--- src/rtl/mcc_pkg.sv ---
package mcc_pkg;

   localparam int OPC_W  = 6;
   localparam int FUNC_W = 6;

   localparam logic [OPC_W-1:0] OPC_RTYPE = 6'b000000;
   localparam logic [OPC_W-1:0] OPC_BEQZ  = 6'b000100;
   localparam logic [OPC_W-1:0] OPC_BNEZ  = 6'b000101;
   localparam logic [OPC_W-1:0] OPC_JR    = 6'b000110;
   localparam logic [OPC_W-1:0] OPC_JALR  = 6'b000111;
   localparam logic [OPC_W-1:0] OPC_LW    = 6'b100011;
   localparam logic [OPC_W-1:0] OPC_SW    = 6'b101011;
   localparam logic [2:0]       GRP_ALUI  = 3'b010;
   localparam logic [2:0]       GRP_TESTI = 3'b011;

   typedef enum logic [4:0] {
      ST_FETCH, ST_DECODE, ST_ALU, ST_ALUI, ST_SHIFT, ST_TESTI,
      ST_ADDR, ST_LOAD, ST_MDR2C, ST_GPR2MDR, ST_STORE,
      ST_BRANCH, ST_BTAKEN, ST_JR, ST_SAVEPC, ST_JALR,
      ST_WBR, ST_WBI
   } state_e;

   typedef enum logic [3:0] {
      CL_NONE, CL_ALU, CL_SHIFT, CL_ALUI, CL_TESTI, CL_LOAD,
      CL_STORE, CL_BEQZ, CL_BNEZ, CL_JR, CL_JALR
   } iclass_e;

   typedef struct packed {
      logic ir_ce;
      logic pc_ce;
      logic a_ce;
      logic b_ce;
      logic c_ce;
      logic mar_ce;
      logic mdr_ce;
      logic mdr_from_mem;
      logic pc_adr_oe;
      logic mar_adr_oe;
      logic s1_pc;
      logic s1_a;
      logic s1_mdr;
      logic s2_b;
      logic s2_imm;
      logic s2_zero;
      logic s2_one;
      logic alu_oe;
      logic alu_add;
      logic alu_op;
      logic alu_test;
      logic shift_en;
      logic shift_left;
      logic mem_rd;
      logic mem_wr;
      logic gpr_we;
      logic itype;
      logic jlink;
   } strobe_t;

endpackage

--- src/rtl/mcc_idec.sv ---
module mcc_idec
   import mcc_pkg::*;
(
   input  logic [OPC_W-1:0]  opcode,
   input  logic [FUNC_W-1:0] func,
   output iclass_e           cls,
   output logic              shift_left
);

   always_comb begin
      cls = CL_NONE;
      if (opcode == OPC_RTYPE) begin
         if (func[5])
            cls = CL_ALU;
         else if ({func[5:2], func[0]} == 5'b00010)
            cls = CL_SHIFT;
      end else if (opcode[5:3] == GRP_ALUI) begin
         cls = CL_ALUI;
      end else if (opcode[5:3] == GRP_TESTI) begin
         cls = CL_TESTI;
      end else begin
         case (opcode)
            OPC_LW:   cls = CL_LOAD;
            OPC_SW:   cls = CL_STORE;
            OPC_BEQZ: cls = CL_BEQZ;
            OPC_BNEZ: cls = CL_BNEZ;
            OPC_JR:   cls = CL_JR;
            OPC_JALR: cls = CL_JALR;
            default:  cls = CL_NONE;
         endcase
      end
   end

   assign shift_left = func[1];

endmodule

--- src/rtl/mcc_nsl.sv ---
module mcc_nsl
   import mcc_pkg::*;
(
   input  state_e  state,
   input  iclass_e cls,
   input  logic    mem_busy,
   input  logic    a_zero,
   output state_e  next
);

   logic taken;
   assign taken = (cls == CL_BEQZ) ? a_zero : !a_zero;

   always_comb begin
      next = ST_FETCH;
      case (state)
         ST_FETCH:   next = mem_busy ? ST_FETCH : ST_DECODE;
         ST_DECODE: begin
            case (cls)
               CL_ALU:              next = ST_ALU;
               CL_SHIFT:            next = ST_SHIFT;
               CL_ALUI:             next = ST_ALUI;
               CL_TESTI:            next = ST_TESTI;
               CL_LOAD, CL_STORE:   next = ST_ADDR;
               CL_BEQZ, CL_BNEZ:    next = ST_BRANCH;
               CL_JR:               next = ST_JR;
               CL_JALR:             next = ST_SAVEPC;
               default:             next = ST_FETCH;
            endcase
         end
         ST_ALU, ST_SHIFT:    next = ST_WBR;
         ST_ALUI, ST_TESTI:   next = ST_WBI;
         ST_ADDR:    next = (cls == CL_LOAD) ? ST_LOAD : ST_GPR2MDR;
         ST_LOAD:    next = mem_busy ? ST_LOAD : ST_MDR2C;
         ST_MDR2C:   next = ST_WBI;
         ST_GPR2MDR: next = ST_STORE;
         ST_STORE:   next = mem_busy ? ST_STORE : ST_FETCH;
         ST_BRANCH:  next = taken ? ST_BTAKEN : ST_FETCH;
         ST_SAVEPC:  next = ST_JALR;
         default:    next = ST_FETCH;
      endcase
   end

endmodule

--- src/rtl/mcc_strobe.sv ---
module mcc_strobe
   import mcc_pkg::*;
(
   input  state_e  state,
   input  logic    shift_dir,
   output strobe_t s
);

   always_comb begin
      s = '0;
      case (state)
         ST_FETCH: begin
            s.ir_ce = 1'b1; s.pc_adr_oe = 1'b1; s.mem_rd = 1'b1;
         end
         ST_DECODE: begin
            s.a_ce = 1'b1; s.b_ce = 1'b1; s.s1_pc = 1'b1; s.s2_one = 1'b1;
            s.alu_add = 1'b1; s.alu_oe = 1'b1; s.pc_ce = 1'b1;
         end
         ST_ALU: begin
            s.s1_a = 1'b1; s.s2_b = 1'b1; s.alu_op = 1'b1;
            s.alu_oe = 1'b1; s.c_ce = 1'b1;
         end
         ST_ALUI: begin
            s.s1_a = 1'b1; s.s2_imm = 1'b1; s.alu_op = 1'b1;
            s.alu_oe = 1'b1; s.c_ce = 1'b1;
         end
         ST_SHIFT: begin
            s.s1_a = 1'b1; s.shift_en = 1'b1; s.shift_left = shift_dir;
            s.c_ce = 1'b1;
         end
         ST_TESTI: begin
            s.s1_a = 1'b1; s.s2_imm = 1'b1; s.alu_test = 1'b1;
            s.alu_oe = 1'b1; s.c_ce = 1'b1;
         end
         ST_ADDR: begin
            s.s1_a = 1'b1; s.s2_imm = 1'b1; s.alu_add = 1'b1;
            s.alu_oe = 1'b1; s.mar_ce = 1'b1;
         end
         ST_LOAD: begin
            s.mem_rd = 1'b1; s.mdr_ce = 1'b1; s.mdr_from_mem = 1'b1;
            s.mar_adr_oe = 1'b1;
         end
         ST_MDR2C: begin
            s.s1_mdr = 1'b1; s.s2_zero = 1'b1; s.alu_add = 1'b1;
            s.alu_oe = 1'b1; s.c_ce = 1'b1;
         end
         ST_GPR2MDR: begin
            s.s2_b = 1'b1; s.mdr_ce = 1'b1;
         end
         ST_STORE: begin
            s.mar_adr_oe = 1'b1; s.mem_wr = 1'b1;
         end
         ST_BRANCH: begin
            s.s1_a = 1'b1; s.s2_zero = 1'b1; s.alu_test = 1'b1;
         end
         ST_BTAKEN: begin
            s.s1_pc = 1'b1; s.s2_imm = 1'b1; s.alu_add = 1'b1;
            s.alu_oe = 1'b1; s.pc_ce = 1'b1;
         end
         ST_JR: begin
            s.s1_a = 1'b1; s.s2_zero = 1'b1; s.alu_add = 1'b1;
            s.alu_oe = 1'b1; s.pc_ce = 1'b1;
         end
         ST_SAVEPC: begin
            s.s1_pc = 1'b1; s.s2_zero = 1'b1; s.alu_add = 1'b1;
            s.alu_oe = 1'b1; s.c_ce = 1'b1;
         end
         ST_JALR: begin
            s.s1_a = 1'b1; s.s2_zero = 1'b1; s.alu_add = 1'b1;
            s.alu_oe = 1'b1; s.pc_ce = 1'b1; s.gpr_we = 1'b1; s.jlink = 1'b1;
         end
         ST_WBR: s.gpr_we = 1'b1;
         ST_WBI: begin
            s.gpr_we = 1'b1; s.itype = 1'b1;
         end
         default: s = '0;
      endcase
   end

endmodule

--- src/rtl/mc_ctrl_fsm.sv ---
module mc_ctrl_fsm
   import mcc_pkg::*;
#(
   parameter int OPCODE_BITS = 6,
   parameter int FUNC_BITS   = 6
) (
   input  logic                   clk,
   input  logic                   rst,
   input  logic [OPCODE_BITS-1:0] opcode,
   input  logic [FUNC_BITS-1:0]   func,
   input  logic                   mem_busy,
   input  logic                   a_zero,
   output logic                   ir_ce,
   output logic                   pc_ce,
   output logic                   a_ce,
   output logic                   b_ce,
   output logic                   c_ce,
   output logic                   mar_ce,
   output logic                   mdr_ce,
   output logic                   mdr_from_mem,
   output logic                   pc_adr_oe,
   output logic                   mar_adr_oe,
   output logic                   s1_pc,
   output logic                   s1_a,
   output logic                   s1_mdr,
   output logic                   s2_b,
   output logic                   s2_imm,
   output logic                   s2_zero,
   output logic                   s2_one,
   output logic                   alu_oe,
   output logic                   alu_add,
   output logic                   alu_op,
   output logic                   alu_test,
   output logic                   shift_en,
   output logic                   shift_left,
   output logic                   mem_rd,
   output logic                   mem_wr,
   output logic                   gpr_we,
   output logic                   itype,
   output logic                   jlink
);

   if (OPCODE_BITS != OPC_W) begin : g_bad_opcode_width
      $error("mc_ctrl_fsm: OPCODE_BITS must match the package opcode width");
   end
   if (FUNC_BITS != FUNC_W) begin : g_bad_func_width
      $error("mc_ctrl_fsm: FUNC_BITS must match the package function width");
   end

   state_e  state_q, state_d;
   iclass_e cls;
   logic    dir_left;
   strobe_t stb;

   mcc_idec u_idec (
      .opcode     (opcode),
      .func       (func),
      .cls        (cls),
      .shift_left (dir_left)
   );

   mcc_nsl u_nsl (
      .state    (state_q),
      .cls      (cls),
      .mem_busy (mem_busy),
      .a_zero   (a_zero),
      .next     (state_d)
   );

   always_ff @(posedge clk) begin
      if (rst) state_q <= ST_FETCH;
      else     state_q <= state_d;
   end

   mcc_strobe u_strobe (
      .state     (state_q),
      .shift_dir (dir_left),
      .s         (stb)
   );

   assign ir_ce        = stb.ir_ce;
   assign pc_ce        = stb.pc_ce;
   assign a_ce         = stb.a_ce;
   assign b_ce         = stb.b_ce;
   assign c_ce         = stb.c_ce;
   assign mar_ce       = stb.mar_ce;
   assign mdr_ce       = stb.mdr_ce;
   assign mdr_from_mem = stb.mdr_from_mem;
   assign pc_adr_oe    = stb.pc_adr_oe;
   assign mar_adr_oe   = stb.mar_adr_oe;
   assign s1_pc        = stb.s1_pc;
   assign s1_a         = stb.s1_a;
   assign s1_mdr       = stb.s1_mdr;
   assign s2_b         = stb.s2_b;
   assign s2_imm       = stb.s2_imm;
   assign s2_zero      = stb.s2_zero;
   assign s2_one       = stb.s2_one;
   assign alu_oe       = stb.alu_oe;
   assign alu_add      = stb.alu_add;
   assign alu_op       = stb.alu_op;
   assign alu_test     = stb.alu_test;
   assign shift_en     = stb.shift_en;
   assign shift_left   = stb.shift_left;
   assign mem_rd       = stb.mem_rd;
   assign mem_wr       = stb.mem_wr;
   assign gpr_we       = stb.gpr_we;
   assign itype        = stb.itype;
   assign jlink        = stb.jlink;

endmodule

--- config.mk ---
export PLATFORM = sky130hd
export DESIGN_NAME = mc_ctrl_fsm
export DESIGN_NICKNAME = d
export VERILOG_FILES = /design/src/rtl/mcc_pkg.sv /design/src/rtl/mcc_idec.sv /design/src/rtl/mcc_nsl.sv /design/src/rtl/mcc_strobe.sv /design/src/rtl/mc_ctrl_fsm.sv
export SDC_FILE = /design/constraint.sdc
export NUM_CORES = 1
export LEC_CHECK = 0
export BUFFER_PORTS_ARGS = -buffer_cell sky130_fd_sc_hd__clkbuf_2
export CAP_MARGIN = 15
export CORE_MARGIN = 5
export CORE_UTILIZATION = 45
export CTS_CLUSTER_SIZE = 16
export DETAILED_ROUTE_END_ITERATION = 16
export PLACE_DENSITY = 0.74
export SYNTH_ARGS = -nofsm -noshare
export SYNTH_HDL_FRONTEND = slang
export SYNTH_HIERARCHICAL = 1
export SYNTH_SLANG_ARGS = --single-unit
--- constraint.sdc ---
create_clock -name clk -period 3 [get_ports clk]
set_input_delay 0.15 -clock clk [delete_from_list [all_inputs] [get_ports clk]]
set_output_delay 0.15 -clock clk [all_outputs]
set_load 0.03 [all_outputs]
Word level (Yosys, flattened, before mapping)
Memories as Yosys holds them, arrays and structs flattened.
Index checks and enable logic that the tools add are counted.
- reductions and logical operators: 20
- mux-type cells: 38
- equality and inequality tests: 28
- div/mod/pow operators: 0
- bitwise logic cells: 0
- shifts and indexed selects: 0
- $mul: 0
- add/sub/neg operators: 0
- magnitude comparators: 0
- operators with widths (cell ; number):
    $pmux W5 S10 ; 1
    $eq A5 B4 Y1 const B ; 8
    $mux W4 ; 8
    $mux W1 ; 25
    $eq A6 B3 Y1 const B ; 4
    $pmux W4 S6 ; 1
    $eq A5 B3 Y1 const B ; 4
    $eq A5 B2 Y1 const B ; 3
    $reduce_or A2 Y1 ; 7
    $eq A6 B6 Y1 const B ; 2
    $eq A5 B5 Y1 const B ; 2
    $reduce_or A10 Y1 ; 1
    $reduce_or A3 Y1 ; 3
    $eq A4 B3 Y1 const B ; 2
    $reduce_or A4 Y1 ; 2
    $reduce_or A8 Y1 ; 1
    $reduce_or A7 Y1 ; 1
    $eq A3 B2 Y1 const B ; 2
    $logic_not A6 Y1 ; 1
    $mux W2 ; 3
    $reduce_or A6 Y1 ; 1
    $eq A5 B1 Y1 const B ; 1
    $logic_not A5 Y1 ; 1
    $reduce_or A5 Y1 ; 1
    $logic_not A1 Y1 ; 1
- latch bits: 0
- memories: 1
- word-level logic and storage cells: 88
- bits in registers: 5
- output and inout bits: 28
- bits of input ports: 16
- RAM bits: 0
- bits in read-only memories: 64
- memories (name ; words ; bits a word ; read ports ; clocked after memory_dff ; write ports ; line ; RTL):
    (no name shown) ; 16 ; 4 ; 1 ; 0 ; 0 ; mcc_nsl.sv:19 ; case (cls)

Depth between registers and ports, before layout
Gate-level depths: netlist of the first run.
- depth after elaboration: 9
- depth in mapped cells: 11
- mapped depth without buffers: 11

Hierarchy
Netlist of the first run, hierarchy kept.
- modules (own cells, without submodules) (module ; times used ; cells an instance ; area each (um^2)):
    mcc_strobe ; 1 ; 76 ; 476.7
    mcc_nsl ; 1 ; 62 ; 410.4
    mcc_idec ; 1 ; 24 ; 141.4
    mc_ctrl_fsm ; 1 ; 10 ; 131.4

Least setup slack after synthesis of the first run
No wires, ideal clock.
- kind: register to output
- start point: register state_q[2]
- end point: output port a_ce
- setup slack: 0.933 ns
- stages on the path, launching flop included: 7
- path buffers: 3
- arrival time: 1.917 ns
- path through: dfxtp_1 buf_6 buf_4 nor2_1 nand2_1 nor3_1 buf_4
- cells in the longest elaborated chain, start to end: 2
- RTL lines (what ; line ; RTL):
    start, declared ; mc_ctrl_fsm.sv:50 ; state_e state_q, state_d;
    start signal, assigned ; mc_ctrl_fsm.sv:72 ; else state_q <= state_d;
    $eq A5 B1 Y1 ; mcc_strobe.sv:11 ; case (state)
    $mux W2 ; mcc_strobe.sv:11 ;
    end, declared ; mc_ctrl_fsm.sv:15 ; output logic a_ce,
Every way passes these cells.

Worst setup path in the final report of the first run
- start point: register state_q[1]
- end point: output port gpr_we
- cells in the longest elaborated chain, start to end: 3
- RTL lines (what ; line ; RTL):
    $eq A5 B5 Y1 or $eq A5 B4 Y1 (tied branches) ; mcc_strobe.sv:11 ;
    $reduce_or A3 Y1 (no source line) * ; - ;
    $mux W1 * ; mcc_strobe.sv:11 ;
    end, declared ; mc_ctrl_fsm.sv:38 ; output logic gpr_we,
Mark *: on every way between the ends. The rest lies on a longest branch, timed or not.

==> results of run 1 <==
==> placed cells by master, fill, tap and decap left out, drive strengths merged, types with 2 or more instances in the layout <==
cell type and n:
nor3b 3, o22a 2, nand2 7, ha 5
nor4 4, nand3b 5, or3 4, and3b 2
nor2 26, nand3 10, a21oi 12, a31oi 2
buf 3, nor3 10, dfxtp 5, xor2 3
clkbuf 47, a21o 2, nor2b 8, nand2b 10
o21ai 8, a211oi 6, inv 6, and3 2
==> per-stage QoR <==
stage               std cells  power [mW]
floorplan                 172      0.2284
global placement          230      0.2660
detailed placement        230      0.2672
CTS                       234      0.3484
global route              234      0.3691
finish                    234      0.3450
==> worst min-delay path by stage <==
stage | startpoint | endpoint | slack (ps) | cells past startpoint
after floorplan | rst | state_q[0] | 220 | 1
after global placement | rst | state_q[4] | 380 | 2
after detailed placement | rst | state_q[0] | 390 | 2
after CTS | rst | state_q[1] | 130 | 2
after global routing | rst | state_q[0] | 140 | 2
final | rst | state_q[1] | 130 | 2
==> layer usage <==
layer	up-vias	global-route usage [%]	part of all wire, %
met3	2	0.4255	5.9
met4	0	4.644	1.1
met5	-	0	0
li1	671	-	-
met2	28	25.80	48
met1	557	19.19	45
==> where the power goes <==
| part | switching, mW | internal (mW) |
|---|---|---|
| registers | 0.0215 | 0.0696 |
| clock network | 0.0291 | 0.0504 |
| logic | 0.108 | 0.0660 |
==> area by class of cell <==
class,count,area share (%)
clock buffer,4,1.966
tap,30,2.809
multi-input combinational,143,68.26
inverter,6,1.685
timing repair buffer,46,17.79
sequential,5,7.491
==> critical path, delay by kind of cell (launching register included) <==
family,cells,cell delay (ps)
AND/OR/NAND/NOR,2,550
buffers and inverters,1,190
flip-flops,1,990
AO/OA/AOI/OAI,1,100
==> cell families after synthesis <==
| family | Yosys count | synth area share (%) |
|---|---|---|
| AND/OR/NAND/NOR | 91 | 45.31 |
| AO/OA/AOI/OAI | 42 | 24.06 |
| buffers and inverters | 24 | 12.73 |
| adder cells (fa/ha/maj) | 5 | 5.394 |
| flip-flops | 5 | 8.630 |
| XOR/XNOR | 4 | 3.021 |
| multiplexers | 1 | 0.8630 |
==> synth_stat cells (3+ instances only) <==
cell type,count
nand3b_1,5
ha_1,5
xor2_1,3
buf_4,7
nor2b_1,8
a211oi_1,5
nor4_1,4
or3_1,3
buf_6,3
nand2_1,7
o21ai_0,6
nand2b_1,10
nand3_1,9
buf_2,7
nor3_1,7
inv_1,6
dfxtp_1,5
nor2_1,24
nor3_2,3
a21oi_1,11
==> results.cfg, run 1 <==
[logic_synthesis]
yosysSeqAreaShare_pct = 8.630
syn_avg_cell_area_sq_um = 6.743
synth-edff-count = 0
yosys.cell_types.count = 47
yosysTopAreaCell = dfxtp_1
synth_cells = 172
yosysWarnings = 6
yosys-top-cells-area = dfxtp_1 8.6%, nor2_1 7.8%, ha_1 5.4%, nand2b_1 5.4%, a21oi_1 4.7%
synthArstFlopShare_pct = 0
synth_area_sq_um = 1160
syn_nets = 193
synth_flop_cell = dfxtp_1
yosysTopAreaCellShare_pct = 8.630
synth-seq-cells = 5

[detailed_routing]
totalWireLength_um = 2714
route.vias.total = 1258
drt_first_pass_iters = 4
drc = 0
wl_per_cell_um = 11.60
via_per_inst = 5.376
ant_nets = 0
drt_iter0_markers = 61

[final_layout]
area.sequential_sq_um = 100.1
nets = 226
fin_area_sq_um = 1336
layout-drive-gt1-share_pct = 28.92
regMostFlops = state_q
fin_util_pct = 53.94
nFillCells = 278
multi_input_area_sq_um = 912.1
largest_reg_flops = 5
reg.largest.list = state_q x5
antenna_cells = 0
area_growth_pct = 15.21

[global_routing]
grt_pass1_vias = 1048
grt_max_degree = 33
grtUsageTotal_pct = 14.63
grt_antenna_before_repair = 0
grt_first_pass_wirelength_um = 4333
grt-ovfl-total = 0

[placement]
gp_congestion = 0.8122
numPortBuffers = 43
dp_hpwl_um = 1968
placed_area_sq_um = 1310
dpl_worst_slack_ps = 653.5

[power]
p_leak_nw = 0.6302
vdd_ir_drop_max_v = 0.0001597
cellPowerDensity_nw_per_um2 = 258.2

[critical_path]
cp_cell_sequence = nand3_1 -> nor2_1 -> a21o_1 -> clkbuf_2
reg2regPathDepth = 5
worstSetupEndpointType = output pin
cpPeakStageDelay_ps = 990
rr_endpoint = state_q[4]
critPathLaunch = state_q[1]
cp.required_ps = 2850
r2r_slack_ps = 1130
start_kind = flop
critPathKind = flop to output pin
slowest_stage = dfxtp_1
crit_end = gpr_we
critical_path_peak_fanout = 29
crit_arrival_ps = 2100
regToRegStartpoint = state_q[1]

[clocking]
htree_levels = 1
postCtsSetupBuffers = 0
clkSlewWorstSetupHoldPaths_ps = 40
clk_latency_ps = 250
cts_tree = yes
root_buffer = clkbuf_4
numCtsBuffers = 3
ctsHoldBuffers = 0
clock_path_buffers = 2
cts_resized = 0
cts_sinks = 5

[timing]
holdWs_ps = 130.3
setup_violations = 0
fin_crit_sh_pct = 75.01
finalClockSkew_ps = 4.630
rsz0062_at_grt = false
maxSlewViolCount = 0
fin_crit_ps = 2250
hold_violations = 0
timing.fmax_mhz = 444.4
tightest_slew_ps = 1027
fin_ws_ps = 749.8
setup-tns-final_ps = 0
relSlewSlack_pct = 31.46

[die]
dieArea_sq_um = 3693
io_pins = 44
rows = 18
die_w_um = 60.77
die_h_um = 60.77
initial_core_util_pct = 46.82
fp.coreArea_sq_um = 2477

[worst_hold_path]
hold_class = input pin to flop

[run]
drv_cap = 0

[run_status]
outcome = finished clean
Note: power is estimated with default switching activity, not from simulation.
==> inputs of run 2 (changes only) <==
- clock period: 3 -> 2.2 ns (I/O delays scaled with it)
==> run 2 against run 1 <==
Hold slack worse by 29 ps. Via count up 3.1%. Final cell count up 2.6%. Sequential power up 30%. Wire length down 0.41%. Sequential share of layout area down 0.24 points. Critical endpoint is now s2_zero.
==> results.cfg, run 2 (synthesized netlist as in run 1, its figures left out) <==
[run_status]
outcome = finished clean

[power]
seqPwrFrac_pct = 24.8
p_leak_nw = 0.6622
cellPowerDensity_nw_per_um2 = 344.5
comb_power_share_pct = 52.9
power_switching_share_pct = 45.29
power_frac_clock_pct = 22.3
internal-power_mw = 0.2603
vdd_ir_drop_max_v = 0.0001943
power_switching_mw = 0.2155

[critical_path]
critPathKind = flop to output pin
crit_arrival_ps = 1950
worstSetupEndpointType = output pin
rr_endpoint = state_q[0]
regToRegStartpoint = state_q[0]
r2r_slack_ps = 400
start_kind = flop
critical_path_peak_fanout = 22
cp.required_ps = 2090
reg2regPathDepth = 6

[clocking]
root_buffer = clkbuf_4
htree_levels = 1
postCtsSetupBuffers = 0
cts_tree = yes
clkSlewWorstSetupHoldPaths_ps = 50
cts_resized = 0
numCtsBuffers = 3
clock_path_buffers = 2
ctsHoldBuffers = 0
cts_sinks = 5
clk_latency_ps = 240

[global_routing]
grt-ovfl-total = 0
grt_first_pass_wirelength_um = 4547
grt_max_degree = 25
grt_antenna_before_repair = 0
grtUsageTotal_pct = 15.06
grt_pass1_vias = 1100

[final_layout]
layout.cells.non_filler = 240
area_growth_pct = 19.09
nets = 232
nFillCells = 270
largest_reg_flops = 5
antenna_cells = 0
final_cell_mix = 43 x clkbuf_2, 24 x nor2_1, 11 x a21oi_1
reg.largest.list = state_q x5
layout-drive-gt1-share_pct = 30.95
layout_commonest_cell = clkbuf_2
regMostFlops = state_q

[detailed_routing]
totalWireLength_um = 2703
route.vias.total = 1297
drt_iter0_markers = 71
ant_nets = 0
wl_per_cell_um = 11.26
drt_first_pass_iters = 5
via_per_inst = 5.404
drc = 0

[timing]
maxSlewViolCount = 0
rsz0062_at_grt = false
timing.fmax_mhz = 486.1
tightest_slew_ps = 767.6
fin_crit_ps = 2057
finalClockSkew_ps = 3.443
setup_violations = 0
relSlewSlack_pct = 48.76
setup-tns-final_ps = 0
fin_crit_sh_pct = 93.52
hold_violations = 0
holdWs_ps = 100.9

[die]
initial_core_util_pct = 46.82
die_h_um = 60.77
fp.coreArea_sq_um = 2477
die_w_um = 60.77
rows = 18
io_pins = 44
dieArea_sq_um = 3693

[placement]
dp_cells = 236
gp_congestion = 0.7953
dp_hpwl_um = 2083
numPortBuffers = 43

[worst_hold_path]
min_path_cells = 2
hold_class = input pin to flop
min_from = rst
holdPathEnd = state_q[0]

[run]
drv_cap = 0
==> run 2: cell types whose count changed in the layout (fill, tap and decap cells not counted), sizes merged <==
cell,previous run,this run
buf,3,9
==> run 2: power groups by stage <==
stage / registers, mW / clock network (mW) / logic, mW
4_1_cts: 0.118 / 0.109 / 0.253
3_3_place_gp: 0.120 / 0 / 0.250
5_1_grt: 0.121 / 0.114 / 0.276
3_5_place_dp: 0.120 / 0 / 0.252
6_report: 0.118 / 0.106 / 0.252
2_1_floorplan: 0.102 / 0 / 0.210
==> run 2: how the worst max path moves through the flow <==
stage	start	depth (start not counted)	endpoint
finish	state_q[2]	5	s2_zero
global route	state_q[2]	5	s2_zero
CTS	state_q[2]	5	s2_zero
detailed placement	opcode[4]	11	state_q[1]
global placement	opcode[4]	11	state_q[1]
floorplan	state_q[2]	6	a_ce
==> run 2: worst max-delay path: stages (launching register included) <==
cell and delay (ps):
dfxtp_1 790, buf_4 270, xnor2_1 120, nor2_1 60
a211oi_1 230, clkbuf_2 240
==> run 2: through the flow <==
stage | area (sq um) | worst slack [ps] | utilization [%] | total power, mW
floorplan | 1160 | 172.5 | - | 0.3114
global placement | 1355 | 236.9 | 54.70 | 0.3701
detailed placement | 1355 | 142.9 | 54.70 | 0.3715
CTS | 1381 | 142.6 | 55.76 | 0.4791
global route | 1381 | 2.459 | 55.76 | 0.5108
finish | 1381 | 142.6 | 55.76 | 0.4758
==> run 2: area by class of cell <==
type	count	area, sq um	share of cell area, %
well taps	30	37.54	2.717
multi-input cells	143	912.1	66.03
flip-flops and latches	5	100.1	7.246
inverters	6	22.52	1.630
repair buffers	52	282.8	20.47
clock buffers	4	26.28	1.902
==> run 2: layer usage <==
metal | track usage, % | routed length [um] | vias to the layer above
met4 | 3.715 | 0 | 0
met1 | 19.42 | 1241 | 569
met5 | 0 | 0 | -
li1 | - | - | 682
met3 | 1.702 | 203 | 0
met2 | 26.56 | 1259 | 46
